===== src/rtl/evdma_pkg.sv =====
package evdma_pkg;

  typedef enum logic [1:0] {
    ST_IDLE = 2'd0,
    ST_WAIT = 2'd1,
    ST_RD   = 2'd2,
    ST_WR   = 2'd3
  } ch_state_e;

  // Lane mask for a given element size code
  function automatic logic [31:0] lane_mask(input logic [1:0] sz);
    case (sz)
      2'd0:    lane_mask = 32'h0000_00FF;
      2'd1:    lane_mask = 32'h0000_FFFF;
      default: lane_mask = 32'hFFFF_FFFF;
    endcase
  endfunction

  // Element size in bytes for a given size code
  function automatic logic [2:0] size_bytes(input logic [1:0] sz);
    case (sz)
      2'd0:    size_bytes = 3'd1;
      2'd1:    size_bytes = 3'd2;
      default: size_bytes = 3'd4;
    endcase
  endfunction

endpackage


===== src/rtl/evdma_trig.sv =====
module evdma_trig (
  input  logic clk,
  input  logic rst_n,
  input  logic clr,
  input  logic sel_pin,
  input  logic evt_periph,
  input  logic evt_pin,
  input  logic take,
  output logic fire
);
  logic pend_q, pend_d, trig_now;

  assign trig_now = sel_pin ? evt_pin : evt_periph;
  assign fire     = pend_q | trig_now;

  // One pending event is held; taking consumes the oldest
  always_comb begin
    if (clr)       pend_d = 1'b0;
    else if (take) pend_d = pend_q & trig_now;
    else           pend_d = pend_q | trig_now;
  end

  always_ff @(posedge clk or negedge rst_n) begin
    if (!rst_n) pend_q <= 1'b0;
    else        pend_q <= pend_d;
  end
endmodule


===== src/rtl/evdma_addr.sv =====
module evdma_addr #(
  parameter int AW = 32,
  parameter int CW = 16,
  parameter int IW = 16
) (
  input  logic          clk,
  input  logic          rst_n,
  input  logic          load,
  input  logic          step,
  input  logic [AW-1:0] ld_src,
  input  logic [AW-1:0] ld_dst,
  input  logic [IW-1:0] ld_eidx,
  input  logic [IW-1:0] ld_fidx,
  input  logic [CW-1:0] ld_ecnt,
  input  logic [CW-1:0] ld_fcnt,
  output logic [AW-1:0] src,
  output logic [AW-1:0] dst,
  output logic          last_elem,
  output logic          last_frame
);
  localparam int EXT = AW - IW;

  logic [AW-1:0] src_q, dst_q, src_d, dst_d, stride;
  logic [IW-1:0] eidx_q, fidx_q;
  logic [CW-1:0] reload_q, ecnt_q, fcnt_q, ecnt_d, fcnt_d;
  logic          upd;

  assign last_elem  = (ecnt_q <= CW'(1));
  assign last_frame = (fcnt_q <= CW'(1));
  assign src = src_q;
  assign dst = dst_q;
  assign upd = load | step;

  always_comb begin
    stride = last_elem ? {{EXT{fidx_q[IW-1]}}, fidx_q}
                       : {{EXT{eidx_q[IW-1]}}, eidx_q};
    if (load) begin
      src_d  = ld_src;
      dst_d  = ld_dst;
      ecnt_d = ld_ecnt;
      fcnt_d = ld_fcnt;
    end else begin
      src_d  = src_q + stride;
      dst_d  = dst_q + stride;
      ecnt_d = last_elem ? reload_q : ecnt_q - CW'(1);
      fcnt_d = last_elem ? fcnt_q - CW'(1) : fcnt_q;
    end
  end

  always_ff @(posedge clk or negedge rst_n) begin
    if (!rst_n) begin
      src_q    <= '0;
      dst_q    <= '0;
      eidx_q   <= '0;
      fidx_q   <= '0;
      reload_q <= '0;
      ecnt_q   <= '0;
      fcnt_q   <= '0;
    end else begin
      if (upd) begin
        src_q  <= src_d;
        dst_q  <= dst_d;
        ecnt_q <= ecnt_d;
        fcnt_q <= fcnt_d;
      end
      if (load) begin
        eidx_q   <= ld_eidx;
        fidx_q   <= ld_fidx;
        reload_q <= ld_ecnt;
      end
    end
  end
endmodule


===== src/rtl/evdma_ctrl.sv =====
module evdma_ctrl
  import evdma_pkg::*;
(
  input  logic clk,
  input  logic rst_n,
  input  logic load,
  input  logic frame_sync,
  input  logic fire,
  input  logic ack,
  input  logic last_elem,
  input  logic last_frame,
  output logic take,
  output logic step,
  output logic cap,
  output logic req,
  output logic we,
  output logic done,
  output logic irq
);
  ch_state_e st_q, st_d;
  logic      sync_q, done_q, done_d, irq_q, irq_d;

  assign req  = (st_q == ST_RD) || (st_q == ST_WR);
  assign we   = (st_q == ST_WR);
  assign cap  = (st_q == ST_RD) && ack;
  assign done = done_q;
  assign irq  = irq_q;

  always_comb begin
    st_d   = st_q;
    done_d = done_q;
    irq_d  = 1'b0;
    take   = 1'b0;
    step   = 1'b0;
    if (load) begin
      st_d   = ST_WAIT;
      done_d = 1'b0;
    end else begin
      case (st_q)
        ST_WAIT: if (fire) begin
          take = 1'b1;
          st_d = ST_RD;
        end
        ST_RD: if (ack) st_d = ST_WR;
        ST_WR: if (ack) begin
          step = 1'b1;
          if (last_elem && last_frame) begin
            st_d   = ST_IDLE;
            done_d = 1'b1;
            irq_d  = 1'b1;
          end else if (last_elem || !sync_q) begin
            st_d = ST_WAIT;
          end else begin
            st_d = ST_RD;
          end
        end
        default: st_d = st_q;
      endcase
    end
  end

  always_ff @(posedge clk or negedge rst_n) begin
    if (!rst_n) begin
      st_q   <= ST_IDLE;
      sync_q <= 1'b0;
      done_q <= 1'b0;
      irq_q  <= 1'b0;
    end else begin
      st_q   <= st_d;
      done_q <= done_d;
      irq_q  <= irq_d;
      if (load) sync_q <= frame_sync;
    end
  end
endmodule


===== src/rtl/evdma_channel.sv =====
module evdma_channel
  import evdma_pkg::*;
#(
  parameter int AW = 32,
  parameter int CW = 16,
  parameter int IW = 16
) (
  input  logic          clk,
  input  logic          rst_n,
  input  logic          cfg_we,
  input  logic [AW-1:0] cfg_src,
  input  logic [AW-1:0] cfg_dst,
  input  logic [IW-1:0] cfg_elem_idx,
  input  logic [IW-1:0] cfg_frame_idx,
  input  logic [CW-1:0] cfg_elem_cnt,
  input  logic [CW-1:0] cfg_frame_cnt,
  input  logic [1:0]    cfg_size,
  input  logic          cfg_idx_auto,
  input  logic          cfg_frame_sync,
  input  logic          cfg_trig_sel,
  input  logic          cfg_hi_prio,
  input  logic          evt_periph,
  input  logic          evt_pin,
  output logic          mem_req,
  output logic          mem_we,
  output logic [AW-1:0] mem_addr,
  output logic [1:0]    mem_size,
  output logic [31:0]   mem_wdata,
  output logic          mem_hi_prio,
  input  logic          mem_ack,
  input  logic [31:0]   mem_rdata,
  output logic          done,
  output logic          irq
);
  logic [IW-1:0] eidx_eff;
  logic [AW-1:0] src, dst;
  logic [31:0]   stage_q;
  logic [1:0]    size_q;
  logic          sel_q, prio_q;
  logic          fire, take, step, cap, last_elem, last_frame;

  assign eidx_eff = cfg_idx_auto ? IW'(size_bytes(cfg_size)) : cfg_elem_idx;

  evdma_trig u_trig (
    .clk        (clk),
    .rst_n      (rst_n),
    .clr        (cfg_we),
    .sel_pin    (sel_q),
    .evt_periph (evt_periph),
    .evt_pin    (evt_pin),
    .take       (take),
    .fire       (fire)
  );

  evdma_addr #(.AW(AW), .CW(CW), .IW(IW)) u_addr (
    .clk        (clk),
    .rst_n      (rst_n),
    .load       (cfg_we),
    .step       (step),
    .ld_src     (cfg_src),
    .ld_dst     (cfg_dst),
    .ld_eidx    (eidx_eff),
    .ld_fidx    (cfg_frame_idx),
    .ld_ecnt    (cfg_elem_cnt),
    .ld_fcnt    (cfg_frame_cnt),
    .src        (src),
    .dst        (dst),
    .last_elem  (last_elem),
    .last_frame (last_frame)
  );

  evdma_ctrl u_ctrl (
    .clk        (clk),
    .rst_n      (rst_n),
    .load       (cfg_we),
    .frame_sync (cfg_frame_sync),
    .fire       (fire),
    .ack        (mem_ack),
    .last_elem  (last_elem),
    .last_frame (last_frame),
    .take       (take),
    .step       (step),
    .cap        (cap),
    .req        (mem_req),
    .we         (mem_we),
    .done       (done),
    .irq        (irq)
  );

  always_ff @(posedge clk or negedge rst_n) begin
    if (!rst_n) begin
      stage_q <= '0;
      size_q  <= '0;
      sel_q   <= 1'b0;
      prio_q  <= 1'b0;
    end else begin
      if (cap) stage_q <= mem_rdata & lane_mask(size_q);
      if (cfg_we) begin
        size_q <= cfg_size;
        sel_q  <= cfg_trig_sel;
        prio_q <= cfg_hi_prio;
      end
    end
  end

  assign mem_addr    = mem_we ? dst : src;
  assign mem_size    = size_q;
  assign mem_wdata   = stage_q;
  assign mem_hi_prio = prio_q;
endmodule


===== config.mk =====
export PLATFORM = sky130hd
export DESIGN_NAME = evdma_channel
export DESIGN_NICKNAME = d
export VERILOG_FILES = /design/src/rtl/evdma_pkg.sv /design/src/rtl/evdma_trig.sv /design/src/rtl/evdma_addr.sv /design/src/rtl/evdma_ctrl.sv /design/src/rtl/evdma_channel.sv
export SDC_FILE = /design/constraint.sdc
export NUM_CORES = 1
export LEC_CHECK = 0
export ABC_CLOCK_PERIOD_IN_PS = 8050
export BUFFER_PORTS_ARGS = -buffer_cell sky130_fd_sc_hd__buf_2
export CAP_MARGIN = 20
export CORE_ASPECT_RATIO = 1.75
export CORE_UTILIZATION = 61
export DETAILED_ROUTE_END_ITERATION = 8
export PLACE_DENSITY_LB_ADDON = 0.2
export SYNTH_ARGS = -nofsm -noshare
export SYNTH_HDL_FRONTEND = slang
export SYNTH_SLANG_ARGS = --single-unit

===== constraint.sdc =====
create_clock -name clk -period 8.05 [get_ports clk]
set_input_delay 0 -clock clk [delete_from_list [all_inputs] [get_ports clk]]
set_output_delay 0 -clock clk [all_outputs]
set_load 0.005 [all_outputs]

Yosys cells after proc, flatten, opt, wreduce, memory -nomap -nowiden
Cells that the tools add are included.
{ "totals": {"regBits": 186, "inputBits": 172, "output_inout_bits": 71} }
{ "op_classes": {"add_sub_neg": 4, "order_cmp": 2, "eq_ne": 8, "mux": 36, "n_bitwise": 4, "n_reduce_logical": 15} }
{ "op_table": {"columns": ["op", "count"], "rows": [
  ["2-to-1 mux 32 bit", 5],
  ["2-to-1 mux 16 bit", 5],
  ["adder 32 bit", 2],
  ["one-hot mux 32 bit (2 select lines)", 1],
  ["bitwise AND 32 bit", 1],
  ["<= comparator 16 x 1 -> 1 bit, second input constant", 2],
  ["subtractor 16 x 1 -> 16 bit, second input constant", 2],
  ["2-to-1 mux 1 bit", 17],
  ["2-to-1 mux 2 bit", 6],
  ["nonzero test 2 bit", 4],
  ["== test 2 x 1 -> 1 bit, second input constant", 3],
  ["inequality test 3 bit, second input constant", 2],
  ["one-hot mux 2 bit (3 select lines)", 1],
  ["one-hot mux 3 bit (2 select lines)", 1],
  ["== test 2 bit, second input constant", 2],
  ["logical NOT 2 bit", 2],
  ["AND reduction 4 bit", 1],
  ["nonzero test 4 bit", 1],
  ["inequality test 3 x 2 -> 1 bit, second input constant", 1],
  ["AND reduction 3 bit", 1],
  ["logical AND 1 bit", 2],
  ["logical OR 1 bit", 2],
  ["OR 1 bit", 2],
  ["AND reduction 2 bit", 1],
  ["2 further kinds", 2]
]} }

Logic depth before layout (Yosys ltp)
Gate-level depths: netlist of run 1.
{ "logic_depth": {"depth_word": 7, "mapped_depth": 20, "ltp_nobuf": 18} }

Modules after synthesis
Synthesis of run 1 repeated with hierarchy kept, for this count alone.
{ "hier_totals": {"hier_cells": 1395, "area_unflattened_um2": 12560.8} }
{ "by_module_without_submodules": {"columns": ["mod", "instances", "cells_each", "area_each_um2", "seq_area_each_um2"], "rows": [
  ["evdma_addr", 1, 1171, 10088.4, 3603.5],
  ["evdma_channel", 1, 185, 2093.3, 900.9],
  ["evdma_ctrl", 1, 33, 319.1, 125.1],
  ["evdma_trig", 1, 6, 60.1, 25.0]
]} }

Least setup slack after synthesis of run 1
Ideal clock, no wire load.
{ "synth_timing": {"path_kind": "reg-to-reg", "start": "register u_addr.ecnt_q[0]", "end": "register u_addr.dst_q[25] (netlist: u_addr.dst[25])", "arrival_ns": 4.383, "slack_ns": 3.543, "path_stages_with_launch": 21, "n_path_buf": 4, "synth_period_minus_slack_ns": 4.507, "path_cell_list": "dfrtp_1 > inv_1 > ha_1 > o21ai_0 > or4_1 > clkbuf_1 > clkbuf_1 > clkbuf_1 > nand2_1 > nand2_1 > ha_1 > buf_2 > a21oi_2 > o211ai_1 > or3_1 > o21a_1 > or2_1 > a31o_2 > a211oi_2 > nor4_1 > a211o_1"} }
{ "synth_between": {"elab_chain_len": 4} }
{ "synth_rtl": {"columns": ["item", "line_no", "source"], "rows": [
  ["from (decl)", "evdma_addr.sv:25", "logic [CW-1:0] reload_q, ecnt_q, fcnt_q, ecnt_d, fcnt_d;"],
  ["from (signal assigned)", "evdma_addr.sv:63", "ecnt_q <= ecnt_d;"],
  ["<= comparator 16 x 1 -> 1 bit", "evdma_addr.sv:28", "assign last_elem = (ecnt_q <= CW'(1));"],
  ["2-to-1 mux 32 bit", "evdma_addr.sv:35", "stride = last_elem ? {{EXT{fidx_q[IW-1]}}, fidx_q}"],
  ["adder 32 bit", "evdma_addr.sv:44", "dst_d = dst_q + stride;"],
  ["2-to-1 mux 32 bit", "evdma_addr.sv:37", "if (load) begin"],
  ["to (signal assigned)", "evdma_addr.sv:62", "dst_q <= dst_d;"],
  ["to (decl)", "evdma_addr.sv:23", "logic [AW-1:0] src_q, dst_q, src_d, dst_d, stride;"]
]} }
No other way between the ends.
A chain may end at the register's enable or synchronous reset.

Worst setup path in the final report of run 1
{ "layout_timing": {"start": "register u_addr.ecnt_q[0]", "end": "register u_addr.src_q[28] (netlist: u_addr.src[28])"} }
{ "layout_between": {"elab_chain_len": 4} }
{ "layout_rtl": {"columns": ["item", "line_no", "source"], "rows": [
  ["<= comparator 16 x 1 -> 1 bit", "evdma_addr.sv:28", null],
  ["2-to-1 mux 32 bit", "evdma_addr.sv:35", null],
  ["adder 32 bit", "evdma_addr.sv:43", "src_d = src_q + stride;"],
  ["2-to-1 mux 32 bit", "evdma_addr.sv:37", null],
  ["to (signal assigned)", "evdma_addr.sv:61", "src_q <= src_d;"],
  ["to (decl)", "evdma_addr.sv:23", null]
]} }
No other way between the ends.

==> results of run 1 <==
cell usage after synthesis (3+ instances only):
| cell | number |
|---|---|
| nand2_1 | 219 |
| dfrtp_1 | 186 |
| o21ai_0 | 147 |
| a21oi_1 | 114 |
| nor2_1 | 98 |
| ha_1 | 75 |
| clkbuf_1 | 65 |
| mux2_2 | 65 |
| inv_1 | 39 |
| xnor2_1 | 36 |
| a21o_1 | 29 |
| nor3_1 | 25 |
| xor2_1 | 23 |
| nand3_1 | 22 |
| mux2i_1 | 21 |
| a22o_1 | 20 |
| and3_1 | 19 |
| nand4_1 | 15 |
| or3_1 | 15 |
| o211ai_1 | 12 |
| o21a_1 | 12 |
| o21bai_1 | 12 |
| a211oi_1 | 11 |
| nor4_1 | 11 |
| a31oi_1 | 10 |
| nor2b_1 | 9 |
| a22oi_1 | 8 |
| nand2b_1 | 8 |
| buf_1 | 7 |
| o31ai_1 | 7 |
| and2_1 | 6 |
| o22ai_1 | 6 |
| nor3b_1 | 4 |
| a211o_1 | 3 |
| a221oi_1 | 3 |
| buf_2 | 3 |
| nand3b_1 | 3 |
| o31a_1 | 3 |
kinds of logic after synthesis:
logic type	after synthesis
adder cells (fa/ha/maj)	77
multiplexers	86
AO/OA/AOI/OAI	415
buffers and inverters	115
flip-flops	186
AND/OR/NAND/NOR	467
XOR/XNOR	59
critical path, cell delays in order (launching register included):
cell	delay (ns)
dfrtp_1	0.43
inv_1	0.06
ha_1	0.24
o21ai_0	0.46
or4_1	0.34
buf_4	0.39
nand2_1	0.12
nand2_1	0.11
ha_1	0.17
inv_1	0.06
fa_1	0.40
nor2b_1	0.21
o31a_1	0.23
o21ai_0	0.17
a21boi_1	0.56
o21ai_0	0.22
a21oi_1	0.22
o21ai_0	0.12
a2111oi_0	0.34
nand3b_1	0.16
registers in the layout, indices dropped and copies added, names as in the netlist, 2 cells and up:
| register | flops |
|---|---|
| mem_wdata | 32 |
| u_addr.dst | 32 |
| u_addr.eidx_q | 16 |
| u_addr.src | 32 |
| u_ctrl.st_q | 2 |
| u_addr.fidx_q | 16 |
| u_addr.reload_q | 16 |
| u_addr.ecnt_q | 16 |
| u_addr.fcnt_q | 16 |
| mem_size | 2 |
worst max path at each step:
| stage | from | to |
|---|---|---|
| after floorplan | u_addr.ecnt_q[0] | u_addr.dst[25] |
| after global placement | u_addr.ecnt_q[0] | u_addr.src[28] |
| after detailed placement | u_addr.ecnt_q[0] | u_addr.src[28] |
| after CTS | u_addr.ecnt_q[0] | u_addr.src[28] |
| after global routing | u_addr.ecnt_q[0] | u_addr.src[28] |
| final | u_addr.ecnt_q[0] | u_addr.src[28] |
routing by layer:
layer / vias up / wire length, um
met5: - / 0
met4: 0 / 3210
met3: 231 / 2620
met2: 658 / 21000
met1: 5930 / 13900
li1: 5752 / -
metrics by stage:
step                hold WS [ns]  std cells  worst slack (ns)  power, uW   util
global route               0.138       2032              2.56       3770  0.805
global placement           0.184       1826              3.25       2540  0.686
floorplan                 -0.296       1405              3.54       2120      -
detailed placement         0.192       1826              3.13       2570  0.686
finish                    0.0873       2033              2.94       3570  0.805
CTS                       0.0718       2031              3.10       3520  0.805
where the power goes:
| part | switching, uW | leakage [uW] | internal, uW |
|---|---|---|---|
| combinational | 770 | 0.00492 | 651 |
| sequential | 157 | 0.00227 | 1110 |
| clock | 391 | 0.000290 | 493 |
area by class of cell:
cell class                      count  area, um^2
Fill cell                        1235        3830
Multi-Input combinational cell   1104        7080
Inverter                           40         150
Clock buffer                       20         437
Sequential cell                   186        4650
Antenna cell                        2        5.00
Timing Repair Buffer              424        3030
Clock inverter                     12         164
Tap cell                          245         307
==> impl_metrics.csv, run 1 <==
group,metric,value,unit
timing,relSlewSlack,0.263,
worst_setup_path,r2r_slack,2.94,ns
die,start_util,0.619,
logic_synthesis,synthAdderAreaFrac,0.0805,
detailed_routing,avgViaCountPerCell,6.18,
worst_setup_path,rr_startpoint,"u_addr.ecnt_q[0]",
timing,setup_tns,0,ns
grt,busiest_layer,"met2",
final_layout,layout_commonest_cell,"buf_2",
placement,port_buffers,242,
final_layout,fin_nets,2022,
die,io_pins,243,
grt,antenna_found_initial,1,
outcome,status,"completed",
die,die_x,109,um
logic_synthesis,synth-seq-cells,186,
worst_setup_path,crit_type,"reg -> reg",
worst_setup_path,path_max_fanout,29,
final_layout,synthToLayoutAreaGrowth,30.1,%
grt,grt_pass1_wl,63.5,mm
detailed_routing,drc,0,
clock_network,cts_sinks,186,
logic_synthesis,syn_nets,1654,
grt,grt_pass1_vias,12900,
die,core.rowCount,68,
clock_network,clock_path_buffers,2,
clock_network,cts_resized,0,
logic_synthesis,synth_area_leaders,"dfrtp_1 (38%), ha_1 (7.7%), nand2_1 (6.8%)",
power_and_ir_drop,power_density,226,nW/um^2
timing,slew_violations,0,
worst_setup_path,arrival,5.49,ns
power_and_ir_drop,p_leak,0.00748,uW
logic_synthesis,netlist_instances,1405,
worst_setup_path,cp.required,8.43,ns
clock_network,cts_tree,"done",
clock_network,cts_setup_buffers,0,
logic_synthesis,synth_xor_area_frac,0.0425,
min_path,worstHoldEndpoint,"u_addr.dst[17]",
logic_synthesis,ys_types,63,
grt,grt_util_met3,0.0785,
worst_setup_path,cp-end-kind,"flip-flop",
worst_setup_path,worst_r2r_path_depth,19,
detailed_routing,drt-pass1-iter-count,5,
logic_synthesis,syn_avg_cell_area,8.66,um^2
timing,clock_skew,0.0156,ns
detailed_routing,routed_wl,40.7,mm
logic_synthesis,yosys_most_used_dff,"dfrtp_1",
logic_synthesis,postSynth.asyncResetShare,1.00,
placement,routabilityCongestion,0.978,
die,die_area,20500,um^2
timing,finalSetupViolations,0,
min_path,hp-class,"in -> reg",
clock_network,h-tree-depth,4,
clock_network,root_buffer,"clkbuf_16",
placement,dpl_cell_area,13500,um^2
timing,final_hold_viol_count,0,
logic_synthesis,ys_warn_count,0,
logic_synthesis,synth_top_family_by_area,"compound AO/OA/AOI/OAI gates",
detailed_routing,vias,12600,
logic_synthesis,synth_mux_area_frac,0.0775,
clock_network,clock_latency,0.46,ns
final_layout,final_area,15800,um^2
grt,met2_usage,0.711,
logic_synthesis,netlist_area,12200,um^2
logic_synthesis,synth-simple-area-share,0.175,
detailed_routing,avgRoutedWirePerCell,20.0,um
timing,worstMarginPinSlew,1.11,ns
detailed_routing,dr.first_iter.drc_count,954,
worst_setup_path,startpoint_type,"flip-flop",
clock_network,clk_pin_slew,0.07,ns
grt,grt_start_max_net_pins,119,
clock_network,cts-buffers-inserted,17,
logic_synthesis,synth_edf_count,0,
min_path,hp-start,"cfg_we",
min_path,holdPathStages,3,
timing,timing.fmax,0.196,GHz
final_layout,drive_above_1_share,0.200,
logic_synthesis,synth_top_area_cell,"dfrtp_1",
job,maxCapViolCount,0,
timing,finalCritPeriodShare,0.635,
die,coreArea,19700,um^2
worst_setup_path,regToRegEndpoint,"u_addr.src[28]",
placement,dp_hpwl,25.4,mm
power_and_ir_drop,peakVddDrop,0.287,mV
logic_synthesis,synth_compound_area_frac,0.206,
final_layout,final_cell_mix,"buf_2 (240), nand2_1 (218), dfrtp_1 (186), dlygate4sd3_1 (173), o21ai_0 (147)",
logic_synthesis,synth-seq-area-share,0.383,
logic_synthesis,synth.top_cell.area_share,0.383,
timing,rsz0062_at_grt,"no",
die,die_h,189,um
grt,met1_usage,0.416,
grt,grt_use_total,0.407,
grt,grt_remaining_overflow,0,
detailed_routing,postRouteAntennaNets,0,
clock_network,holdBufCountCts,173,
timing,fin_crit,5.11,ns
(Power assumes the default switching activity.)
==> inputs of run 2 (changes only) <==
--- a/config.mk
+++ b/config.mk
@@ -5,11 +5,11 @@
 export SDC_FILE = /design/constraint.sdc
 export NUM_CORES = 1
 export LEC_CHECK = 0
-export ABC_CLOCK_PERIOD_IN_PS = 8050
+export ABC_CLOCK_PERIOD_IN_PS = 4270
 export BUFFER_PORTS_ARGS = -buffer_cell sky130_fd_sc_hd__buf_2
 export CAP_MARGIN = 20
 export CORE_ASPECT_RATIO = 1.75
-export CORE_UTILIZATION = 61
+export CORE_UTILIZATION = 51
 export DETAILED_ROUTE_END_ITERATION = 8
 export PLACE_DENSITY_LB_ADDON = 0.2
 export SYNTH_ARGS = -nofsm -noshare
==> constraint.sdc (replaced) <==
create_clock -name clk -period 4.27 [get_ports clk]
set_input_delay 0 -clock clk [delete_from_list [all_inputs] [get_ports clk]]
set_output_delay 0 -clock clk [all_outputs]
set_load 0.005 [all_outputs]
==> run 2 against run 1 <==
The run now ends with hold timing left. First-iteration DRC count shrank 22%. Sequential cell count unchanged. Sequential power grew 87%. Non-clock buffer count rose by 69. Global-route usage fell by 7.2 points. Cell area rose by 4.4%. Combinational power up 100%. Core utilization down 9.7 points. Routed wire length is essentially flat. Largest power group unchanged. Highest routed layer unchanged.
==> impl_metrics.csv, run 2 (synthesis results as in run 1) <==
group,metric,value,unit
worst_setup_path,cp.required,4.61,ns
grt,grt_start_max_net_pins,110,
worst_setup_path,path_max_fanout,12,
timing,slew_violations,0,
die,io_pins,243,
clock_network,cts_tree,"done",
min_path,worstHoldEndpoint,"u_addr.dst[15]",
outcome,violations,"hold timing",
job,maxCapViolCount,0,
timing,finalSetupViolations,0,
placement,routabilityCongestion,0.944,
power_and_ir_drop,p_leak,0.00780,uW
die,start_util,0.521,
final_layout,multi_input_area,7230,um^2
final_layout,fin_nets,2091,
clock_network,clock_latency,0.46,ns
die,die_x,119,um
grt,grt_pass1_vias,12900,
grt,antenna_found_initial,0,
timing,clock_skew,0.0132,ns
final_layout,antenna_cells,0,
die,die_h,206,um
final_layout,nFillCells,1805,
die,coreArea,23300,um^2
detailed_routing,postRouteAntennaNets,0,
placement,dp_worst_setup_slack,-0.0540,ns
timing,worstMarginPinSlew,1.02,ns
die,die_area,24500,um^2
worst_setup_path,arrival,4.41,ns
clock_network,cts_sinks,186,
timing,final_hold_viol_count,1,
min_path,hp-start,"cfg_we",
placement,port_buffers,242,
final_layout,fin_cells,2157,
min_path,hp-class,"in -> reg",
min_path,holdPathStages,3,
timing,fin_hold_ws,-0.00119,ns
power_and_ir_drop,peakVddDrop,0.304,mV
worst_setup_path,cp-end-kind,"flip-flop",
worst_setup_path,regToRegEndpoint,"u_addr.dst[25]",
worst_setup_path,crit_path_start,"u_addr.ecnt_q[10]",
clock_network,h-tree-depth,4,
detailed_routing,avgRoutedWirePerCell,18.9,um
placement,dp_hpwl,27.4,mm
final_layout,register_area,4650,um^2
worst_setup_path,rr_startpoint,"u_addr.ecnt_q[10]",
worst_setup_path,startpoint_type,"flip-flop",
detailed_routing,vias,12400,
timing,rsz0062_at_grt,"yes",
detailed_routing,drt-pass1-iter-count,8,
worst_setup_path,crit_type,"reg -> reg",
final_layout,synthToLayoutAreaGrowth,35.8,%
timing,timing.fmax,0.246,GHz
timing,finalCritPeriodShare,0.953,
power_and_ir_drop,power_density,411,nW/um^2
clock_network,clk_pin_slew,0.07,ns
detailed_routing,routed_wl,40.8,mm
worst_setup_path,worst_r2r_path_depth,16,
grt,grt_pass1_wl,63.6,mm
detailed_routing,avgViaCountPerCell,5.73,
grt,grt_use_total,0.336,
clock_network,cts-buffers-inserted,17,
timing,relSlewSlack,0.318,
die,core.rowCount,74,
outcome,status,"complete, but fails checks",
clock_network,root_buffer,"clkbuf_16",
clock_network,clock_path_buffers,2,
detailed_routing,dr.first_iter.drc_count,740,
final_layout,final_cell_mix,"buf_2 (241), nand2_1 (216), dfrtp_1 (186), dlygate4sd3_1 (172), o21ai_0 (138)",
timing,fin_ws,0.200,ns
final_layout,drive_above_1_share,0.241,
detailed_routing,drc,0,
placement,dp.cells,1949,
final_layout,layout_commonest_cell,"buf_2",
timing,fin_crit,4.07,ns
worst_setup_path,r2r_slack,0.20,ns
grt,grt_remaining_overflow,0,
==> run 2: what timing repair did <==
item                                   4_1_cts  5_1_grt
gates cloned                                 0        2
pin swaps                                    0        8
endpoints found under the hold margin      290        0
setup endpoints to repair                    8       26
buffers inserted                             0        4
gates resized for setup                      5       34
hold buffers                               172        0
==> run 2: per-layer routing <==
metal,GRT usage,vias to the layer above,wire length [um]
li1,-,5878,-
met1,0.332,5853,14400
met2,0.638,489,21900
met3,0.0585,144,2140
met4,0.217,0,2360
met5,0,-,0
==> run 2: how the worst max path moves through the flow <==
stage	to	slack, ns
2_1_floorplan	u_addr.src[31]	0.02
3_3_place_gp	u_addr.dst[26]	0.02
3_5_place_dp	u_addr.dst[26]	-0.05
4_1_cts	u_addr.dst[25]	0.01
5_1_grt	u_addr.src[31]	-0.06
6_report	u_addr.dst[25]	0.20
==> run 2: area by class of cell <==
class | instances | share of cell area
Clock inverter | 6 | 0.00409
Sequential cell | 186 | 0.282
Inverter | 40 | 0.00909
Tap cell | 304 | 0.0230
Timing Repair Buffer | 493 | 0.216
Clock buffer | 24 | 0.0286
Multi-Input combinational cell | 1104 | 0.438
==> run 2: worst max-delay path: stages, from the launching register on <==
cell	delay (ns)
dfrtp_1	0.41
nor4_4	0.33
nand2_2	0.08
or4_4	0.45
buf_6	0.17
nand2_1	0.07
nand2_1	0.17
ha_4	0.28
a21oi_2	0.15
o211ai_1	0.12
or3_1	0.39
o21a_2	0.26
or2_1	0.25
a31o_2	0.27
a211oi_4	0.23
nor4_1	0.07
a211o_1	0.25
==> run 2: metrics by stage <==
step / setup TNS, ns / hold slack, ns / power [uW] / util / area [um^2]
after global routing: -0.112 / 0.0414 / 7180 / 0.708 / 16500
final: 0 / -0.00119 / 6780 / 0.708 / 16500
after global placement: 0 / 0.184 / 4980 / 0.602 / 14100
after detailed placement: -0.135 / 0.188 / 5040 / 0.602 / 14100
after floorplan: 0 / -0.296 / 4000 / - / 12200
after CTS: 0 / 0.0134 / 6680 / 0.700 / 16300
==> run 2: power by group <==
group,switching (uW),internal (uW)
sequential,276,2090
combinational,1510,1370
clock,703,829
